**src/rtl/i2c_txn_pkg.sv**
```systemverilog
package i2c_txn_pkg;
  typedef enum logic [3:0] {
    S_IDLE, S_CHECK, S_REL, S_PRE, S_STA, S_STB, S_LOAD,
    S_LOW, S_RISE, S_HIGH, S_SPL, S_SPR, S_SPH, S_SPE
  } seq_st_t;

  typedef logic [2:0] txn_code_t;
  localparam txn_code_t C_OK       = 3'd0;
  localparam txn_code_t C_NODATA   = 3'd1;
  localparam txn_code_t C_UE_START = 3'd2;
  localparam txn_code_t C_UE_STOP  = 3'd3;
  localparam txn_code_t C_UE_COL   = 3'd4;
  localparam txn_code_t C_NACK_ADR = 3'd5;
  localparam txn_code_t C_NACK_DAT = 3'd6;
endpackage

```
**src/rtl/i2c_qdelay.sv**
```systemverilog
module i2c_qdelay #(
  parameter int CW = 8
) (
  input  logic          clk,
  input  logic          rst,
  input  logic          load,
  input  logic [CW-1:0] val,
  output logic          zero
);
  logic [CW-1:0] cnt;

  always_ff @(posedge clk) begin
    if (rst)            cnt <= '0;
    else if (load)      cnt <= val;
    else if (cnt != '0) cnt <= cnt - CW'(1);
  end

  assign zero = (cnt == '0);
endmodule

```
**src/rtl/i2c_shreg.sv**
```systemverilog
module i2c_shreg #(
  parameter int W = 8
) (
  input  logic         clk,
  input  logic         rst,
  input  logic         load,
  input  logic [W-1:0] din,
  input  logic         shift,
  input  logic         bin,
  output logic [W-1:0] q
);
  always_ff @(posedge clk) begin
    if (rst)        q <= '1;
    else if (load)  q <= din;
    else if (shift) q <= {q[W-2:0], bin};
  end
endmodule

```
**src/rtl/i2c_txn_seq.sv**
```systemverilog
module i2c_txn_seq
  import i2c_txn_pkg::*;
#(
  parameter int AW        = 4,
  parameter int DW        = 8,
  parameter int LOW_STD   = 8,
  parameter int HIGH_STD  = 6,
  parameter int LOW_FAST  = 4,
  parameter int HIGH_FAST = 3,
  localparam int LW       = AW + 1
) (
  input  logic          clk,
  input  logic          rst,
  input  logic          start,
  input  logic          fast,
  input  logic [LW-1:0] len,
  input  logic          pend_start,
  input  logic          pend_stop,
  input  logic          pend_col,
  output logic [AW-1:0] buf_addr,
  input  logic [DW-1:0] buf_rdata,
  output logic          buf_we,
  output logic [DW-1:0] buf_wdata,
  input  logic          scl_in,
  output logic          scl_oe,
  input  logic          sda_in,
  output logic          sda_oe,
  output logic          busy,
  output logic          done,
  output logic [2:0]    status
);
  localparam int MS = (LOW_STD > HIGH_STD) ? LOW_STD : HIGH_STD;
  localparam int MF = (LOW_FAST > HIGH_FAST) ? LOW_FAST : HIGH_FAST;
  localparam int MX = (MS > MF) ? MS : MF;
  localparam int CW = $clog2(MX + 1);
  localparam int BW = $clog2(DW + 1);

  seq_st_t       st, nxt;
  logic [BW-1:0] bitc;
  logic [AW-1:0] idx;
  logic [LW-1:0] len_q;
  logic          rd_q, adr_q, fast_q, last;
  txn_code_t     err_q, rej;
  logic          tmr_load, tmr_zero, dly_done;
  logic [CW-1:0] tmr_val;
  logic [DW-1:0] sh_q;
  logic          sh_shift, to_slave;

  i2c_qdelay #(.CW(CW)) u_dly (
    .clk(clk), .rst(rst), .load(tmr_load), .val(tmr_val), .zero(tmr_zero)
  );

  i2c_shreg #(.W(DW)) u_sh (
    .clk(clk), .rst(rst), .load(st == S_LOAD),
    .din((adr_q || !rd_q) ? buf_rdata : '1),
    .shift(sh_shift), .bin(sda_in), .q(sh_q)
  );

  assign dly_done = !tmr_load && tmr_zero;
  assign last     = ({1'b0, idx} == len_q - LW'(1));
  assign to_slave = adr_q || !rd_q;
  assign sh_shift = (st == S_HIGH) && dly_done && (bitc != BW'(DW));
  assign buf_addr = idx;

  // Rejection priority: empty buffer, then stray start, stray stop, collision.
  always_comb begin
    if (len_q <= LW'(1))  rej = C_NODATA;
    else if (pend_start)  rej = C_UE_START;
    else if (pend_stop)   rej = C_UE_STOP;
    else if (pend_col)    rej = C_UE_COL;
    else                  rej = C_OK;
  end

  function automatic logic [CW-1:0] dly_of(input seq_st_t s, input logic f);
    case (s)
      S_PRE:               dly_of = f ? CW'(HIGH_FAST) : CW'(LOW_STD);
      S_STA, S_HIGH, S_SPH: dly_of = f ? CW'(HIGH_FAST) : CW'(HIGH_STD);
      S_LOW, S_SPL, S_SPE:  dly_of = f ? CW'(LOW_FAST)  : CW'(LOW_STD);
      default:             dly_of = '0;
    endcase
  endfunction

  always_comb begin
    nxt = st;
    case (st)
      S_IDLE:  if (start) nxt = S_CHECK;
      S_CHECK: nxt = (rej != C_OK) ? S_IDLE : S_REL;
      S_REL:   if (scl_in) nxt = S_PRE;
      S_PRE:   if (dly_done) nxt = S_STA;
      S_STA:   if (dly_done) nxt = S_STB;
      S_STB:   nxt = S_LOAD;
      S_LOAD:  nxt = S_LOW;
      S_LOW:   if (dly_done) nxt = S_RISE;
      S_RISE:  if (scl_in) nxt = S_HIGH;
      S_HIGH: begin
        if (dly_done) begin
          if (bitc != BW'(DW))              nxt = S_LOW;
          else if ((to_slave && sda_in) || last) nxt = S_SPL;
          else                               nxt = S_LOAD;
        end
      end
      S_SPL:   if (dly_done) nxt = S_SPR;
      S_SPR:   if (scl_in) nxt = S_SPH;
      S_SPH:   if (dly_done) nxt = S_SPE;
      S_SPE:   if (dly_done) nxt = S_IDLE;
      default: nxt = S_IDLE;
    endcase
  end

  always_ff @(posedge clk) begin
    if (rst) begin
      st <= S_IDLE;  bitc <= '0;   idx <= '0;   len_q <= '0;
      rd_q <= 1'b0;  adr_q <= 1'b1; fast_q <= 1'b0; err_q <= C_OK;
      tmr_load <= 1'b0; tmr_val <= '0;
      busy <= 1'b0;  done <= 1'b0; status <= C_OK;
      scl_oe <= 1'b0; sda_oe <= 1'b0; buf_we <= 1'b0; buf_wdata <= '0;
    end else begin
      st       <= nxt;
      tmr_load <= (nxt != st);
      tmr_val  <= dly_of(nxt, fast_q);
      busy     <= (nxt != S_IDLE);
      done     <= (st != S_IDLE) && (nxt == S_IDLE);
      scl_oe   <= (nxt == S_STB) || (nxt == S_LOAD) || (nxt == S_LOW) || (nxt == S_SPL);
      buf_we   <= 1'b0;
      case (st)
        S_IDLE: begin
          sda_oe <= 1'b0;
          if (start) begin
            len_q <= len;  fast_q <= fast;  status <= C_OK;
            idx <= '0;     adr_q <= 1'b1;   rd_q <= 1'b0;
            err_q <= C_OK; bitc <= '0;
          end
        end
        S_CHECK: if (rej != C_OK) status <= rej;
        S_STA, S_STB, S_SPL: sda_oe <= 1'b1;
        S_LOAD: begin
          sda_oe <= 1'b0;
          bitc   <= '0;
          if (adr_q) rd_q <= buf_rdata[0];
        end
        S_LOW: begin
          if (bitc == BW'(DW)) sda_oe <= rd_q && !adr_q && !last;
          else                 sda_oe <= to_slave && !sh_q[DW-1];
          if (tmr_load && (bitc == BW'(DW)) && rd_q && !adr_q) begin
            buf_we    <= 1'b1;
            buf_wdata <= sh_q;
          end
        end
        S_HIGH: begin
          if (dly_done) begin
            if (bitc != BW'(DW)) bitc <= bitc + BW'(1);
            else begin
              adr_q <= 1'b0;
              idx   <= idx + AW'(1);
              if (to_slave && sda_in) err_q <= adr_q ? C_NACK_ADR : C_NACK_DAT;
            end
          end
        end
        S_SPE: begin
          sda_oe <= 1'b0;
          if (dly_done) status <= err_q;
        end
        default: ;
      endcase
    end
  end
endmodule

```
**config.mk**
```make
export PLATFORM = sky130hd
export DESIGN_NAME = i2c_txn_seq
export DESIGN_NICKNAME = d
export VERILOG_FILES = /design/src/rtl/i2c_txn_pkg.sv /design/src/rtl/i2c_qdelay.sv /design/src/rtl/i2c_shreg.sv /design/src/rtl/i2c_txn_seq.sv
export SDC_FILE = /design/constraint.sdc
export NUM_CORES = 1
export LEC_CHECK = 0
export BUFFER_PORTS_ARGS = -buffer_cell sky130_fd_sc_hd__buf_2
export CAP_MARGIN = 15
export CELL_PAD_IN_SITES_DETAIL_PLACEMENT = 1
export CELL_PAD_IN_SITES_GLOBAL_PLACEMENT = 1
export CORE_AREA = 4 4 92 94
export CTS_CLUSTER_DIAMETER = 60
export CTS_CLUSTER_SIZE = 40
export DETAILED_ROUTE_END_ITERATION = 16
export DIE_AREA = 0 0 96 98
export PLACE_DENSITY_LB_ADDON = 0.1
export SYNTH_ARGS = -nofsm -noshare
export SYNTH_HDL_FRONTEND = slang
export SYNTH_SLANG_ARGS = --single-unit
export TNS_END_PERCENT = 100
```
**constraint.sdc**
```tcl
create_clock -name clk -period 3 [get_ports clk]
set_clock_uncertainty 0.05 [all_clocks]
set_input_delay 0.6 -clock clk [delete_from_list [all_inputs] [get_ports clk]]
set_output_delay 0.6 -clock clk [all_outputs]
set_load 0.03 [all_outputs]
```
# Word level (Yosys, flattened, before mapping)

Index checks and enable logic that the tools add are counted.

Register bits after elaboration: 56
Input port bits: 22
Output and inout bits: 20
Logic and storage cells: 160

Add/sub/neg operators: 4
Order comparisons: 1
Eq/ne operators: 34
Multiplexer cells: 54
Bitwise gates (word level): 1
Reduce and logical (&&, ||, !) cells: 47

Operators with widths:

| operator              | count |
|---|---|
| $mux W4               | 22 |
| $pmux W4 S14          | 1 |
| $eq A4 B4 Y1 const B  | 11 |
| $mux W3               | 11 |
| $eq A4 B3 Y1 const B  | 8 |
| $mux W8               | 3 |
| $pmux W4 S3           | 2 |
| $eq A4 B2 Y1 const B  | 3 |
| $logic_not A4 Y1      | 3 |
| $ne A2 B2 Y1 const B  | 6 |
| $reduce_and A4 Y1     | 3 |
| $reduce_bool A3 Y1    | 4 |
| $reduce_bool A4 Y1    | 3 |
| $reduce_or A3 Y1      | 4 |
| $logic_and A1 B1 Y1   | 11 |
| $pmux W3 S3           | 1 |
| $add A4 B1 Y4 const B | 2 |
| $pmux W4 S2           | 1 |
| $reduce_bool A2 Y1    | 4 |
| $mux W1               | 7 |
| $pmux W3 S2           | 1 |
| $eq A4 B5 Y1          | 1 |
| $le A5 B1 Y1 const B  | 1 |
| $logic_not A1 Y1      | 5 |
| 15 further kinds      | 23 |

# Longest topological paths before layout

Gate-level depths: netlist (run 1).

Depth after elaboration: 12
Depth in mapped cells: 10
Depth with buffers taken out: 9

# By module

Synthesis (run 1) repeated with hierarchy kept, for this count alone.

Cell total of the unflattened synthesis: 358
Area, all modules: 3,036.7 sq um

Modules (own cells, without submodules):

| module      | instances | cells each | area an instance (sq um) | seq. area each (sq um) |
|---|---|---|---|---|
| i2c_txn_seq | 1         | 299        | 2,438.6                  | 880.8 |
| i2c_shreg   | 1         | 35         | 369.1                    | 160.2 |
| i2c_qdelay  | 1         | 24         | 229.0                    | 80.1 |

# Worst setup path after synthesis (run 1)

OpenSTA, ideal clock, no wires.

Path kind: register to register
From: register u_dly.cnt[0]
To: register tmr_val[2]
Setup time: 0.077 ns
Data arrival time: 2.325 ns
Required time: 2.873 ns
Path slack: 0.548 ns
Stages on the path, launching flop included: 10
Path buffers: 1
Period minus slack after synthesis: 2.452 ns
Cell sequence: dfxtp_1 -> inv_1 -> ha_1 -> or4b_1 -> buf_2 -> nor4b_4 -> o311ai_1 -> o311a_2 -> or4_1 -> a41oi_2

Word-level cells in the longest chain between the ends: 7

RTL lines:

| what                                                | RTL line           | source |
|---|---|---|
| from (decl)                                         | i2c_qdelay.sv:10   | `logic [CW-1:0] cnt;` |
| from (signal assigned)                              | i2c_qdelay.sv:14   | `else if (load) cnt <= val;` |
| from (signal assigned)                              | i2c_qdelay.sv:15   | `else if (cnt != '0) cnt <= cnt - CW'(1);` |
| $logic_not A4 Y1 *                                  | i2c_qdelay.sv:18   | `assign zero = (cnt == '0);` |
| $logic_and A1 B1 Y1 *                               | i2c_txn_seq.sv:59  | `assign dly_done = !tmr_load && tmr_zero;` |
| $mux W4 (tied with other cells)                     | i2c_txn_seq.sv:105 | `S_SPE: if (dly_done) nxt = S_IDLE;` |
| $pmux W4 S14 *                                      | i2c_txn_seq.sv:85  | `case (st)` |
| $eq A4 B3 Y1 / $eq A4 B4 Y1 (equally long branches) | i2c_txn_seq.sv:75  | `case (s)` |
| $reduce_or A3 Y1                                    | i2c_txn_seq.sv:75  |  |
| $pmux W4 S3 *                                       | i2c_txn_seq.sv:75  |  |
| to (signal assigned)                                | i2c_txn_seq.sv:120 | `tmr_val <= dly_of(nxt, fast_q);` |
| to (decl)                                           | i2c_txn_seq.sv:45  | `logic [CW-1:0] tmr_val;` |

Every way passes the cells marked *; elsewhere a longest branch is shown, timed or not.
A chain may end at the register's enable or synchronous reset.

# Final worst setup path (run 1)

Ends and elaborated chain as after synthesis.

==> results of run 1 <==
[cell usage after synthesis (all sizes together), types with 3 or more instances]
cell type  instances
nand3             11
nor3              20
nand2             46
xor2               8
o21ai             15
dfxtp             56
a31oi             12
nor4               3
clkbuf            18
ha                 7
nor2              51
nand4              4
inv               11
nand3b             3
or2                9
buf                4
and2               3
nor2b              6
mux2i             12
nand2b             5
a21oi             26
a211oi             5
xnor2              5
or3                5
[power breakdown]
part	internal (uW)	switching [uW]	leakage, uW
Clock	167	265	0.0000414
Combinational	166	254	0.000957
Sequential	777	43.7	0.000455
Total	1110	562	0.00145
[cells by family after synthesis]
logic type	Yosys count
AO/OA/AOI/OAI	82
XOR/XNOR	14
adder cells (fa/ha/maj)	7
buffers and inverters	33
flip-flops	56
multiplexers	13
AND/OR/NAND/NOR	178
[final timing paths]
kind	start	end	slack, ns	cells past startpoint
worst max-delay path	u_dly.cnt[0]	tmr_val[2]	0.27	9
worst min-delay path	status[0]	status[0]	0.42	2
worst max register to register	u_dly.cnt[0]	tmr_val[2]	0.27	9
worst min register to register	status[0]	status[0]	0.42	2
[layer usage]
layer | up-vias | GRT usage | routed length (um)
li1 | 1425 | - | -
met1 | 1389 | 0.258 | 4030
met2 | 32 | 0.321 | 4190
met3 | 10 | 0.0270 | 195
met4 | 0 | 0.0416 | 94
met5 | - | 0 | 0
[registers in the layout, indices dropped and copies added (netlist names), 3 cells and up]
register and cells:
buf_wdata 8, u_sh.q 8, len_q 5, bitc 4, buf_addr 4, st 4, tmr_val 4, u_dly.cnt 4
err_q 3, status 3
[layout make-up]
| class | instances | area (sq um) | area share |
|---|---|---|---|
| multi-input combinational | 294 | 1770 | 0.513 |
| sequential | 56 | 1120 | 0.325 |
| timing repair buffer | 54 | 303 | 0.0877 |
| tap | 102 | 128 | 0.0370 |
| clock buffer | 6 | 72.6 | 0.0210 |
| inverter | 11 | 41.3 | 0.0120 |
| clock inverter | 2 | 16.3 | 0.00471 |
[through the flow]
step           power (uW)   util
2_1_floorplan        1140      -
3_3_place_gp         1240  0.440
3_5_place_dp         1260  0.440
4_1_cts              1690  0.452
5_1_grt              1770  0.452
6_report             1670  0.452
[worst max-delay path: stages (launching register included)]
cell and delay (ns):
dfxtp_1 0.35, inv_1 0.09, ha_1 0.20, or4b_1 0.61
a31oi_1 0.23, nand3b_1 0.13, a21oi_1 0.39, mux2i_1 0.30
nand3_1 0.12, a41oi_2 0.19
==> impl_metrics.py, run 1 <==
metrics = {
    "die": {
        "start_util": 0.395,
        "dieArea_sq_um": 9410,
        "chipHeight_um": 98,
        "dieWidth_um": 96,
        "num_rows": 32,
        "core_sq_um": 7650,
        "io_pins": 42,
    },
    "clocking": {
        "cts.clk_slew.worst_paths_ns": 0.11,
        "cts_max_path_buffers": 2,
        "cts_resized": 0,
        "postCtsHoldBufs": 0,
        "worst_skew_pair.late_latency_ns": 0.32,
        "numCtsBuffers": 5,
        "cts_htree_levels": 2,
        "root_buffer": "clkbuf_8",
        "cts_tree": "built",
        "cts.sinks": 56,
        "cts_setup_buffers": 0,
    },
    "drt": {
        "vias_per_cell": 5.44,
        "routed_wl_um": 8510,
        "vias": 2856,
        "wl_per_cell_um": 16.2,
        "ant_nets": 0,
        "firstDrtPassIters": 4,
        "drcViolationCount": 0,
        "drt_iter0_markers": 96,
    },
    "placement": {
        "post-place-cells": 517,
        "hpwlAfterDp_um": 6330,
        "dpl_cell_area_sq_um": 3360,
        "gp_congestion": 0.844,
        "portBuffers": 41,
        "pre_cts_slack_ns": 0.301,
    },
    "synthesis": {
        "synthMuxAreaShare": 0.0435,
        "syn_nets": 412,
        "synthTopCellsByArea": "dfxtp_1, nor2_1, nand2_1, a21oi_1, mux2i_1",
        "synth_compound_area_frac": 0.175,
        "synth_top_family_by_area": "simple AND/OR/NAND/NOR gates",
        "synth_top_area_share": 0.371,
        "yosysSeqAreaShare": 0.371,
        "syn-mean-instance-area_sq_um": 7.89,
        "synth_area_sq_um": 3020,
        "synthAdderAreaFrac": 0.0290,
        "synth_edf_count": 0,
        "synthXorXnorAreaFrac": 0.0452,
        "yosys.area_share.simple": 0.294,
        "async_flop_share": 0,
        "yosys_warnings": 0,
        "yosys.area.top_type": "dfxtp_1",
        "ys_ff_latch": 56,
        "netlist_instances": 383,
        "synth_cell_types": 57,
        "ys.flop_type": "dfxtp_1",
    },
    "timing": {
        "post-route-period-util": 0.910,
        "fmax_mhz": 366,
        "period_needed_ns": 2.73,
        "finalSetupViolCount": 0,
        "hold_viol_final": 0,
        "tightest_slew_ns": 0.757,
        "rsz0062_at_grt": "false",
        "hold_ws_ns": 0.417,
        "drv_slew": 0,
        "fin_setup_tns_ns": 0,
        "slew_headroom": 0.495,
        "setup_ws_ns": 0.269,
    },
    "cells_and_area": {
        "fin_cells": 525,
        "fin_nets": 451,
        "diodes": 0,
        "fillers": 973,
        "area_delta_synth_final_pct": 14.3,
        "finalInstanceArea_sq_um": 3450,
        "final_cell_mix": "dfxtp_1, nor2_1, nand2_1, buf_2, a21oi_1",
        "layout_commonest_cell": "dfxtp_1",
        "final_layout_size_suffix_gt1_frac": 0.180,
    },
    "critical_path": {
        "critPathKind": "reg -> reg",
        "crit_fanout": 6,
        "worstPathRequired_ns": 3.20,
        "end_kind": "flip-flop",
        "crit_path_start_kind": "flip-flop",
        "cp.arrival_ns": 2.93,
    },
    "job": {
        "maxCapViolCount": 0,
    },
    "power_and_ir_drop": {
        "p_per_area_nw_per_um2": 484,
        "p_leak_uw": 0.00145,
        "peakVddDrop_mv": 0.186,
    },
    "global_route": {
        "grt_pass1_vias": 2842,
        "grt_overflow_total": 0,
        "grt_pass1_wl_um": 14400,
        "grt_usage": 0.192,
        "antenna_found_initial": 0,
        "grt_start_max_net_pins": 38,
    },
    "outcome": {
        "run_status": "finished, final reports clean",
    },
    "min_path": {
        "hp-class": "reg -> reg",
    },
}
(Power assumes the default switching activity.)
==> run 2: changes to the inputs <==
--- a/config.mk
+++ b/config.mk
@@ -9,11 +9,11 @@
 export CAP_MARGIN = 15
 export CELL_PAD_IN_SITES_DETAIL_PLACEMENT = 1
 export CELL_PAD_IN_SITES_GLOBAL_PLACEMENT = 1
-export CORE_AREA = 4 4 92 94
+export CORE_AREA = 3 3 91 93
 export CTS_CLUSTER_DIAMETER = 60
 export CTS_CLUSTER_SIZE = 40
 export DETAILED_ROUTE_END_ITERATION = 16
-export DIE_AREA = 0 0 96 98
+export DIE_AREA = 0 0 94 96
 export PLACE_DENSITY_LB_ADDON = 0.1
 export SYNTH_ARGS = -nofsm -noshare
 export SYNTH_HDL_FRONTEND = slang
==> run 2 against run 1 <==
Sequential power hardly changed. Flip-flop and latch count stayed put. Critical path depth stayed put. Via count is 0.39% lower. Critical endpoint unchanged. Global-route usage hardly changed. Worst hold slack worse by 0.012 ns. Wire length is 5.0% lower. Clock power is 0.9% higher. Maximum frequency is 0.26% lower.
==> impl_metrics.py, run 2 (same netlist as run 1, synthesis figures left out) <==
metrics = {
    "cells_and_area": {
        "finalInstanceArea_sq_um": 3450,
        "fin_nets": 451,
        "layout_commonest_cell": "dfxtp_1",
        "fillers": 958,
        "register_area_sq_um": 1120,
        "final_layout_size_suffix_gt1_frac": 0.182,
        "fin_cells": 525,
        "diodes": 0,
        "area_delta_synth_final_pct": 14.4,
        "final_cell_mix": "dfxtp_1, nor2_1, nand2_1, buf_2, a21oi_1",
        "multi_input_area_sq_um": 1770,
        "largestRegisters": "buf_wdata (8), u_sh.q (8), len_q (5)",
    },
    "power_and_ir_drop": {
        "peakVddDrop_mv": 0.220,
        "p_leak_uw": 0.00146,
        "p_per_area_nw_per_um2": 481,
    },
    "critical_path": {
        "crit_fanout": 6,
        "critPathBufInv": 1,
        "crit_path_max_incr_delay_ns": 0.62,
        "cp_slowest_cell": "or4b_1",
        "reg2reg_depth": 9,
        "worstPathRequired_ns": 3.20,
        "end_kind": "flip-flop",
        "path_cells": "inv_1 -> ha_1 -> or4b_1 -> a31oi_1 -> nand3b_1 -> a21oi_1 -> mux2i_1 -> nand3_1 -> a41oi_2",
        "crit_path_start_kind": "flip-flop",
        "critPathKind": "reg -> reg",
        "reg2reg_from": "u_dly.cnt[0]",
        "critical-path-top-delay-family": "simple AND/OR/NAND/NOR gates",
        "cp.arrival_ns": 2.94,
        "r2r_setup_slack_ns": 0.26,
        "rr_endpoint": "tmr_val[2]",
    },
    "global_route": {
        "grt_pass1_wl_um": 13900,
        "grt_start_max_net_pins": 32,
        "grt_overflow_total": 0,
        "grt_pass1_vias": 2813,
        "grt_usage": 0.192,
        "antenna_found_initial": 0,
    },
    "clocking": {
        "cts_setup_buffers": 0,
        "cts_max_path_buffers": 2,
        "cts_tree": "built",
        "root_buffer": "clkbuf_8",
        "cts_htree_levels": 2,
        "cts.sinks": 56,
        "postCtsHoldBufs": 0,
        "numCtsBuffers": 5,
        "cts_resized": 0,
        "worst_skew_pair.late_latency_ns": 0.32,
        "cts.clk_slew.worst_paths_ns": 0.11,
    },
    "timing": {
        "post-route-period-util": 0.913,
        "fin_setup_tns_ns": 0,
        "finalSetupViolCount": 0,
        "slew_headroom": 0.587,
        "period_needed_ns": 2.74,
        "hold_viol_final": 0,
        "setup_ws_ns": 0.262,
        "rsz0062_at_grt": "false",
        "drv_slew": 0,
        "fmax_mhz": 365,
        "tightest_slew_ns": 0.619,
    },
    "die": {
        "dieArea_sq_um": 9020,
        "io_pins": 42,
        "core_sq_um": 7610,
        "num_rows": 32,
        "dieWidth_um": 94,
        "start_util": 0.397,
        "chipHeight_um": 96,
    },
    "drt": {
        "drcViolationCount": 0,
        "ant_nets": 0,
        "routed_wl_um": 8090,
        "vias": 2845,
        "wl_per_cell_um": 15.4,
        "drt_iter0_markers": 119,
        "vias_per_cell": 5.42,
        "firstDrtPassIters": 4,
    },
    "outcome": {
        "run_status": "finished, final reports clean",
    },
    "min_path": {
        "worstHoldPathCells": 2,
        "hp-class": "reg -> reg",
        "min_from": "status[0]",
        "min_to": "status[0]",
    },
    "job": {
        "maxCapViolCount": 0,
    },
    "placement": {
        "portBuffers": 41,
        "gp_congestion": 0.828,
        "hpwlAfterDp_um": 6060,
        "dpl_cell_area_sq_um": 3360,
        "post-place-cells": 517,
        "pre_cts_slack_ns": 0.292,
    },
}
run 2: worst max-delay path by stage:
stage | end | start | depth (start not counted) | slack [ns]
final | tmr_val[2] | u_dly.cnt[0] | 9 | 0.26
after global routing | tmr_val[2] | u_dly.cnt[0] | 9 | 0.04
after CTS | tmr_val[2] | u_dly.cnt[0] | 9 | 0.26
after detailed placement | tmr_val[2] | u_dly.cnt[0] | 9 | 0.29
after global placement | tmr_val[2] | u_dly.cnt[0] | 8 | 0.39
after floorplan | tmr_val[2] | u_dly.cnt[0] | 9 | 0.55
run 2: layer usage:
metal / global-route usage / vias to the layer above / part of all wire
met5: 0 / - / 0
li1: - / 1429 / -
met4: 0.0469 / 0 / 0.011
met2: 0.335 / 36 / 0.49
met1: 0.252 / 1372 / 0.48
met3: 0.0235 / 8 / 0.020
run 2: final cells by class:
class                   instances  share of cell area
clock buffers                   5              0.0199
clock inverters                 3             0.00616
inverters                      11              0.0120
multi-input cells             294               0.513
flip-flops and latches         56               0.325
well taps                     102              0.0369
repair buffers                 54              0.0876
run 2: stage by stage:
stage,util,power (uW),hold slack (ns)
2_1_floorplan,-,1140,0.381
3_3_place_gp,0.442,1240,0.388
3_5_place_dp,0.442,1250,0.396
4_1_cts,0.454,1690,0.411
5_1_grt,0.454,1770,0.422
6_report,0.454,1660,0.405
run 2: tightest hold or removal path: stages, from the launching register on:
cell and delay [ns]:
dfxtp_1 0.32, nand2_1 0.05, a21oi_1 0.05
run 2: where the power goes:
| group | total, uW | internal, uW | switching [uW] |
|---|---|---|---|
| clock network | 436 | 167 | 269 |
| logic | 406 | 165 | 240 |
| registers | 821 | 777 | 43.7 |
| total | 1660 | 1110 | 554 |
